[src/rtl/pt_pkg.sv]
package pt_pkg;
  typedef enum logic [2:0] {
    PH_IDLE    = 3'd0,
    PH_PRESENT = 3'd1,
    PH_EVAL    = 3'd2,
    PH_COMPARE = 3'd3,
    PH_NEG     = 3'd4,
    PH_POS     = 3'd5
  } phase_t;
endpackage

[src/rtl/pt_synapse.sv]
module pt_synapse #(
  parameter int W     = 8,
  parameter int G_OFF = 16
) (
  input  logic         clk,
  input  logic         rst_n,
  input  logic         init,
  input  logic         step_en,
  input  logic         step_up,
  output logic [W-1:0] g
);
  localparam logic [W-1:0] GMAX  = '1;
  localparam logic [W-1:0] GINIT = W'(G_OFF);

  always_ff @(posedge clk or negedge rst_n) begin
    if (!rst_n) begin
      g <= GINIT;
    end else if (init) begin
      g <= GINIT;
    end else if (step_en) begin
      if (step_up && g != GMAX) g <= g + 1'b1;
      else if (!step_up && g != '0) g <= g - 1'b1;
    end
  end

  // no wrap at either end
  p_sat_top_r7: assert property (@(posedge clk) disable iff (!rst_n)
    (!init && step_en && step_up && g == GMAX) |=> (g == GMAX));
  p_sat_bot_r7: assert property (@(posedge clk) disable iff (!rst_n)
    (!init && step_en && !step_up && g == '0) |=> (g == '0));
  // one step moves a counter by at most one
  p_unit_step_r5: assert property (@(posedge clk) disable iff (!rst_n)
    (!init) |=> (g == $past(g) || g == $past(g) + 1'b1 || g == $past(g) - 1'b1));
endmodule

[src/rtl/pt_row.sv]
module pt_row
  import pt_pkg::*;
#(
  parameter int N_COL = 3,
  parameter int W     = 8,
  parameter int G_OFF = 16
) (
  input  logic             clk,
  input  logic             rst_n,
  input  logic             init,
  input  phase_t           phase,
  input  logic [N_COL-1:0] x_pos,
  input  logic             y,
  output logic             out_bit,
  output logic             err
);
  localparam int SUMW = W + 2 + $clog2(N_COL + 1);

  logic [N_COL-1:0][W-1:0] gp;
  logic [N_COL-1:0][W-1:0] gn;
  logic                    pos_step;
  logic                    neg_step;
  logic signed [SUMW-1:0]  acc;
  logic signed [SUMW-1:0]  wv;
  logic                    above_zero;

  assign pos_step = (phase == PH_POS) && err && y;
  assign neg_step = (phase == PH_NEG) && err && !y;

  for (genvar c = 0; c < N_COL; c++) begin : g_col
    pt_synapse #(.W(W), .G_OFF(G_OFF)) u_exc (
      .clk(clk), .rst_n(rst_n), .init(init),
      .step_en(pos_step), .step_up(x_pos[c]), .g(gp[c])
    );
    pt_synapse #(.W(W), .G_OFF(G_OFF)) u_inh (
      .clk(clk), .rst_n(rst_n), .init(init),
      .step_en(neg_step), .step_up(x_pos[c]), .g(gn[c])
    );
  end

  always_comb begin
    acc = '0;
    wv  = '0;
    for (int c = 0; c < N_COL; c++) begin
      wv  = $signed({{(SUMW-W){1'b0}}, gp[c]}) - $signed({{(SUMW-W){1'b0}}, gn[c]});
      acc = x_pos[c] ? (acc + wv) : (acc - wv);
    end
  end

  assign above_zero = !acc[SUMW-1] && (acc != '0);

  always_ff @(posedge clk or negedge rst_n) begin
    if (!rst_n) begin
      out_bit <= 1'b0;
      err     <= 1'b0;
    end else if (init) begin
      out_bit <= 1'b0;
      err     <= 1'b0;
    end else begin
      if (phase == PH_EVAL)    out_bit <= above_zero;
      if (phase == PH_COMPARE) err     <= out_bit ^ y;
    end
  end

  // a correct row keeps all counters during the pulse phases
  p_hold_r4: assert property (@(posedge clk) disable iff (!rst_n)
    ((phase == PH_NEG || phase == PH_POS) && !err) |=> ($stable(gp) && $stable(gn)));
  // the negative pulse never touches excitatory counters
  p_neg_side_r6: assert property (@(posedge clk) disable iff (!rst_n)
    (phase == PH_NEG) |=> $stable(gp));
  // the positive pulse never touches inhibitory counters
  p_pos_side_r5: assert property (@(posedge clk) disable iff (!rst_n)
    (phase == PH_POS) |=> $stable(gn));
endmodule

[src/rtl/pt_seq.sv]
module pt_seq
  import pt_pkg::*;
#(
  parameter int N_IN      = 2,
  parameter int N_ROWS    = 8,
  parameter int MAX_EPOCH = 64,
  parameter int EPW       = $clog2(MAX_EPOCH + 1)
) (
  input  logic            clk,
  input  logic            rst_n,
  input  logic            start,
  input  logic [N_ROWS-1:0] row_err,
  output phase_t          phase,
  output logic [N_IN-1:0] entry,
  output logic [N_IN:0]   x_vec,
  output logic            init,
  output logic            busy,
  output logic            out_valid,
  output logic            learned,
  output logic            fail,
  output logic [EPW-1:0]  epoch_cnt
);
  localparam logic [N_IN-1:0] LAST = '1;
  localparam logic [EPW-1:0]  EMAX = EPW'(MAX_EPOCH);

  logic           dirty;
  logic           dirty_now;
  logic [EPW-1:0] epoch_nxt;

  assign init      = (phase == PH_IDLE) && start;
  assign busy      = (phase != PH_IDLE);
  assign out_valid = (phase == PH_COMPARE);
  assign dirty_now = dirty || (|row_err);
  assign epoch_nxt = epoch_cnt + 1'b1;

  always_ff @(posedge clk or negedge rst_n) begin
    if (!rst_n) begin
      phase     <= PH_IDLE;
      entry     <= '0;
      x_vec     <= '0;
      dirty     <= 1'b0;
      learned   <= 1'b0;
      fail      <= 1'b0;
      epoch_cnt <= '0;
    end else begin
      case (phase)
        PH_IDLE: if (start) begin
          phase     <= PH_PRESENT;
          entry     <= '0;
          dirty     <= 1'b0;
          learned   <= 1'b0;
          fail      <= 1'b0;
          epoch_cnt <= '0;
        end
        PH_PRESENT: begin
          x_vec <= {1'b1, entry};
          phase <= PH_EVAL;
        end
        PH_EVAL:    phase <= PH_COMPARE;
        PH_COMPARE: phase <= PH_NEG;
        PH_NEG:     phase <= PH_POS;
        PH_POS: begin
          if (entry == LAST) begin
            epoch_cnt <= epoch_nxt;
            entry     <= '0;
            dirty     <= 1'b0;
            if (!dirty_now) begin
              learned <= 1'b1;
              phase   <= PH_IDLE;
            end else if (epoch_nxt == EMAX) begin
              fail  <= 1'b1;
              phase <= PH_IDLE;
            end else begin
              phase <= PH_PRESENT;
            end
          end else begin
            entry <= entry + 1'b1;
            dirty <= dirty_now;
            phase <= PH_PRESENT;
          end
        end
        default: phase <= PH_IDLE;
      endcase
    end
  end

  // outcomes are exclusive and the count never passes the limit
  p_excl_r10: assert property (@(posedge clk) disable iff (!rst_n) !(learned && fail));
  p_cap_r10: assert property (@(posedge clk) disable iff (!rst_n) epoch_cnt <= EMAX);
  // the result strobe lasts a single clock
  p_strobe_r8: assert property (@(posedge clk) disable iff (!rst_n) out_valid |=> !out_valid);
  // while training the epoch count never falls back
  p_nostart_r11: assert property (@(posedge clk) disable iff (!rst_n)
    busy |=> (epoch_cnt >= $past(epoch_cnt)));
  // a learned outcome only appears once training has stopped
  p_done_r9: assert property (@(posedge clk) disable iff (!rst_n) $rose(learned) |-> !busy);
endmodule

[src/rtl/pt_trainer.sv]
module pt_trainer
  import pt_pkg::*;
#(
  parameter int N_IN      = 2,
  parameter int N_ROWS    = 8,
  parameter int W         = 8,
  parameter int G_OFF     = 16,
  parameter int MAX_EPOCH = 64
) (
  input  logic                             clk,
  input  logic                             rst_n,
  input  logic                             start,
  input  logic [N_ROWS*(2**N_IN)-1:0]      target,
  output logic [N_ROWS-1:0]                row_out,
  output logic                             out_valid,
  output logic [N_IN-1:0]                  entry_idx,
  output logic                             busy,
  output logic                             learned,
  output logic                             fail,
  output logic [$clog2(MAX_EPOCH+1)-1:0]   epoch_cnt
);
  localparam int N_ENT = 2 ** N_IN;
  localparam int N_COL = N_IN + 1;
  localparam int EPW   = $clog2(MAX_EPOCH + 1);

  phase_t              phase;
  logic [N_IN-1:0]     entry;
  logic [N_IN:0]       x_vec;
  logic                init;
  logic [N_ROWS-1:0]   row_err;
  logic [N_ROWS-1:0]   y_vec;

  pt_seq #(
    .N_IN(N_IN), .N_ROWS(N_ROWS), .MAX_EPOCH(MAX_EPOCH), .EPW(EPW)
  ) u_seq (
    .clk(clk), .rst_n(rst_n), .start(start), .row_err(row_err),
    .phase(phase), .entry(entry), .x_vec(x_vec), .init(init),
    .busy(busy), .out_valid(out_valid), .learned(learned),
    .fail(fail), .epoch_cnt(epoch_cnt)
  );

  for (genvar j = 0; j < N_ROWS; j++) begin : g_row
    assign y_vec[j] = target[j*N_ENT + int'(entry)];

    pt_row #(.N_COL(N_COL), .W(W), .G_OFF(G_OFF)) u_row (
      .clk(clk), .rst_n(rst_n), .init(init), .phase(phase),
      .x_pos(x_vec), .y(y_vec[j]),
      .out_bit(row_out[j]), .err(row_err[j])
    );
  end

  assign entry_idx = entry;

  // the bias column is +1 whenever a result is reported
  p_bias_r2: assert property (@(posedge clk) disable iff (!rst_n)
    out_valid |-> (x_vec[N_IN] && x_vec[N_IN-1:0] == entry_idx));
endmodule

[config.mk]
export PLATFORM = sky130hd
export DESIGN_NAME = pt_trainer
export DESIGN_NICKNAME = d
export VERILOG_FILES = /design/src/rtl/pt_pkg.sv /design/src/rtl/pt_synapse.sv /design/src/rtl/pt_row.sv /design/src/rtl/pt_seq.sv /design/src/rtl/pt_trainer.sv
export SDC_FILE = /design/constraint.sdc
export NUM_CORES = 2
export LEC_CHECK = 0
export BUFFER_PORTS_ARGS = -buffer_cell sky130_fd_sc_hd__buf_2
export CORE_ASPECT_RATIO = 0.75
export CORE_UTILIZATION = 30
export CTS_CLUSTER_SIZE = 30
export DETAILED_ROUTE_END_ITERATION = 8
export SYNTH_ARGS = -nofsm -noshare
export SYNTH_HDL_FRONTEND = slang
export SYNTH_SLANG_ARGS = --single-unit
[constraint.sdc]
create_clock -name clk -period 5.45 [get_ports clk]
set_clock_uncertainty 0.1 [all_clocks]
set_input_delay 0.8175 -clock clk [delete_from_list [all_inputs] [get_ports clk]]
set_output_delay 0.8175 -clock clk [all_outputs]
set_load 0.02 [all_outputs]
==> metrics <==
status=completed; core area=0.163 mm²; Die X=approximately 470 µm; ys async rst share=1.00; boundary pin count=56; num rows=roughly 130; XOR/XNOR share of the synthesized area=0.119; WP buf/inv=3; minimum clock period=5.41 ns; post-synthesis simple-gate area fraction=0.155; first-pass GRT wire length=208000 µm; Synth area leader=dfrtp_1; largest cells by area after synthesis=dfrtp_1 19%, ha_1 18%, xnor2_1 7.9%, a21oi_1 5.2%, inv_1 4.2%; Slew Limit Fails=0; CTS Sinks=418; #FFs+latches synth=418; die area=0.167 mm²; Crit. End Element=flip-flop; worst-margin pin slew=1.28 ns; setup TNS=0 ns; vias per cell=a little over 5; final WL=between 100000 and 150000 µm; clk root buf=clkbuf_16; total track usage=0.147; count leader, synth=ha_1; clk slew on worst S/H paths=~0.060 ns; vias post-DR=around 43000; largest net degree at the start of global routing=between 100 and 150; Reg-to-Reg End=g_row[5].u_row.out_bit; H-tree level count=2; antenna violations before repair=3; RSZ-0062 raised after global routing=true; startpoint types=flip-flop; Setup CP Type=reg2reg; GRT overflow=0; CP max FO=3; worst path arrival time=a little under 6 ns; port bufs=55; CP required=5.89 ns; Post-synth EDFFs=0; reg2reg start=g_row[5].u_row.g_col[1].u_exc.g[0]; Post-synth top cells=698 x ha_1, 548 x inv_1, 528 x nor2_1; Min-Delay Startpoint=g_row[1].u_row.g_col[0].u_exc.g[4]; endpoints failing setup=0; Top FF cell, synth=dfrtp_1; Hold Path End=g_row[1].u_row.g_col[0].u_exc.g[4]; Mean Syn Cell Area=approximately 8.3 µm²; vias in the first global route=roughly 41000; mux contribution to synthesized area=0.0241; Starting Density=0.304; Multi-input gate area=approximately 0.037 mm²; worst hold path type=reg2reg; Slowest cell on crit path=or4_4; fin util=0.345; Worst slew margin=0.139; slowest stage delay, CP=0.41 ns; largest family of logic cells by synthesized area=compound AO/OA/AOI/OAI gates; clock latency on the worst-skew pair=0.66 ns; post-synth top area share=0.187; HPWL Detailed=around 95000 µm; CTS tree=yes; hold path depth=2; DRT iter0 DRCs=2554; sequential-to-total area share from yosys stat=0.213; crit-path leading delay family=simple AND/OR/NAND/NOR gates; Final Cycle Share=0.993; Num CTS Buffers=52; length of the first detailed-routing pass in iterations=6; nets=6975; Worst R2R Setup Slack=about 0.036 ns; DR WL/cell=~15 µm; Sequential Area=about 0.011 mm²; global placer's final weighted congestion=~0.85; drt drc=0; Peak Freq=185 MHz; max-cap violation count=0; Mapped Area=between 0.04 and 0.05 mm²; die height=approximately 350 µm; CTS max path bufs=3; fillers=~17000; Area Overhead vs Synth=13.6%; Synth cell types=82; Detail Route Antenna Nets=0; Ys Warns=0; post-synthesis compound-gate area fraction=0.224; Synth Instances=5968; final hold vios=0; layout cells sized above 1=0.104; reg2reg path depth=28; Adder-Cell Fraction of Synth Area=0.212; post-synth net total=approximately 6800
[routing by layer]
layer / up-vias / global-route usage / share of wire
li1: 21800 / - / -
met1: 20000 / 0.220 / 0.52
met2: 641 / 0.219 / 0.42
met3: 125 / 0.0208 / 0.043
met4: 0 / 0.0397 / 0.021
met5: - / 0 / 0
[worst reg2reg max path, delay by kind of cell, from the launching register on]
| family | cells | cell delay [ns] |
|---|---|---|
| adders and majority gates | 4 | 1.22 |
| xor gates and xnor gates | 2 | 0.28 |
| DFF | 1 | 0.39 |
| AOI/OAI and AO/OA | 7 | 1.23 |
| buffers and inverters | 3 | 0.26 |
| and+or+nand+nor | 12 | 1.82 |
[worst max path at each step]
stage | startpoint | depth (start not counted) | end | slack (ns)
finish | g_row[5].u_row.g_col[1].u_exc.g[0] | 28 | g_row[5].u_row.out_bit | 0.04
detailed placement | g_row[5].u_row.g_col[1].u_exc.g[0] | 28 | g_row[5].u_row.out_bit | -0.32
floorplan | g_row[5].u_row.g_col[1].u_exc.g[0] | 27 | g_row[5].u_row.out_bit | -0.07
global route | g_row[5].u_row.g_col[1].u_exc.g[0] | 28 | g_row[5].u_row.out_bit | -0.28
CTS | g_row[5].u_row.g_col[1].u_exc.g[0] | 28 | g_row[5].u_row.out_bit | 0.002
global placement | g_row[5].u_row.g_col[1].u_exc.g[0] | 28 | g_row[5].u_row.out_bit | -0.37
[registers in the layout, summed over array words and instances (netlist names)]
register                   flops
g_row.u_row.err                8
g_row.u_row.g_col.u_exc.g    192
g_row.u_row.g_col.u_inh.g    192
g_row.u_row.out_bit            8
u_seq.dirty                    1
u_seq.entry                    2
u_seq.epoch_cnt                7
u_seq.fail                     1
u_seq.learned                  1
u_seq.phase                    3
u_seq.x_vec                    3
[stage by stage]
| stage | instance area [µm²] | instances | hold slack (ns) | setup WS (ns) |
|---|---|---|---|---|
| 2_1_floorplan | 49500 | 5968 | 0.384 | -0.0703 |
| 4_1_cts | 55500 | 8322 | 0.414 | 0.00162 |
| 5_1_grt | 56200 | 8348 | 0.422 | -0.281 |
| 3_5_place_dp | 53500 | 8215 | 0.404 | -0.322 |
| 3_3_place_gp | 53500 | 8215 | 0.398 | -0.366 |
| 6_report | 56200 | 8348 | 0.412 | 0.0359 |
[layout by cell type, fill, tap and decap left out, drive strengths merged, types with 34 or more instances in the layout]
master / netlist / layout
a31oi: 61 / 61
nand4: 104 / 104
mux2: 82 / 82
o21ai: 354 / 354
nand3: 34 / 34
xor2: 209 / 209
inv: 549 / 552
dfrtp: 370 / 370
fa: 88 / 88
nand2: 317 / 317
ha: 698 / 698
clkbuf: 110 / 68
o21bai: 134 / 134
a21oi: 514 / 514
nor3: 98 / 98
o31ai: 139 / 139
nor2b: 149 / 149
nand2b: 102 / 102
xnor2: 444 / 444
nor2: 528 / 528
a22o: 97 / 97
o41ai: 56 / 56
dfstp: 48 / 48
o21a: 51 / 51
and3: 43 / 43
a21o: 176 / 176
nor4: 107 / 107
buf: 31 / 272
[layout make-up]
class,count,share of cell area
multi-input combinational,4860,0.657
clock buffer,68,0.0260
sequential,418,0.187
timing repair buffer,273,0.0368
inverter,549,0.0367
tap,2145,0.0478
clock inverter,30,0.00806
antenna,5,0.000223
[cells by family (layout without fill, tap and decap cells)]
kind of cell | after synthesis | after routing
compound gates | 1739 | 1739
other cells | 0 | 5
xor+xnor | 660 | 660
mux | 99 | 99
flops | 418 | 418
buf+inv | 690 | 920
fa+ha+maj | 786 | 786
simple gates | 1576 | 1576
[what timing repair did]
item                                    4_1_cts  5_1_grt
resized for setup                            18      138
buffers inserted                              8       21
gates cloned                                  0        0
hold endpoints to repair                     34        0
pin swaps                                    13       94
endpoints found under the setup margin        4        8
hold buffers                                  1        0
Power is not shown: default switching activity piles up to over one toggle a cycle in this logic, so the estimate is an artifact.
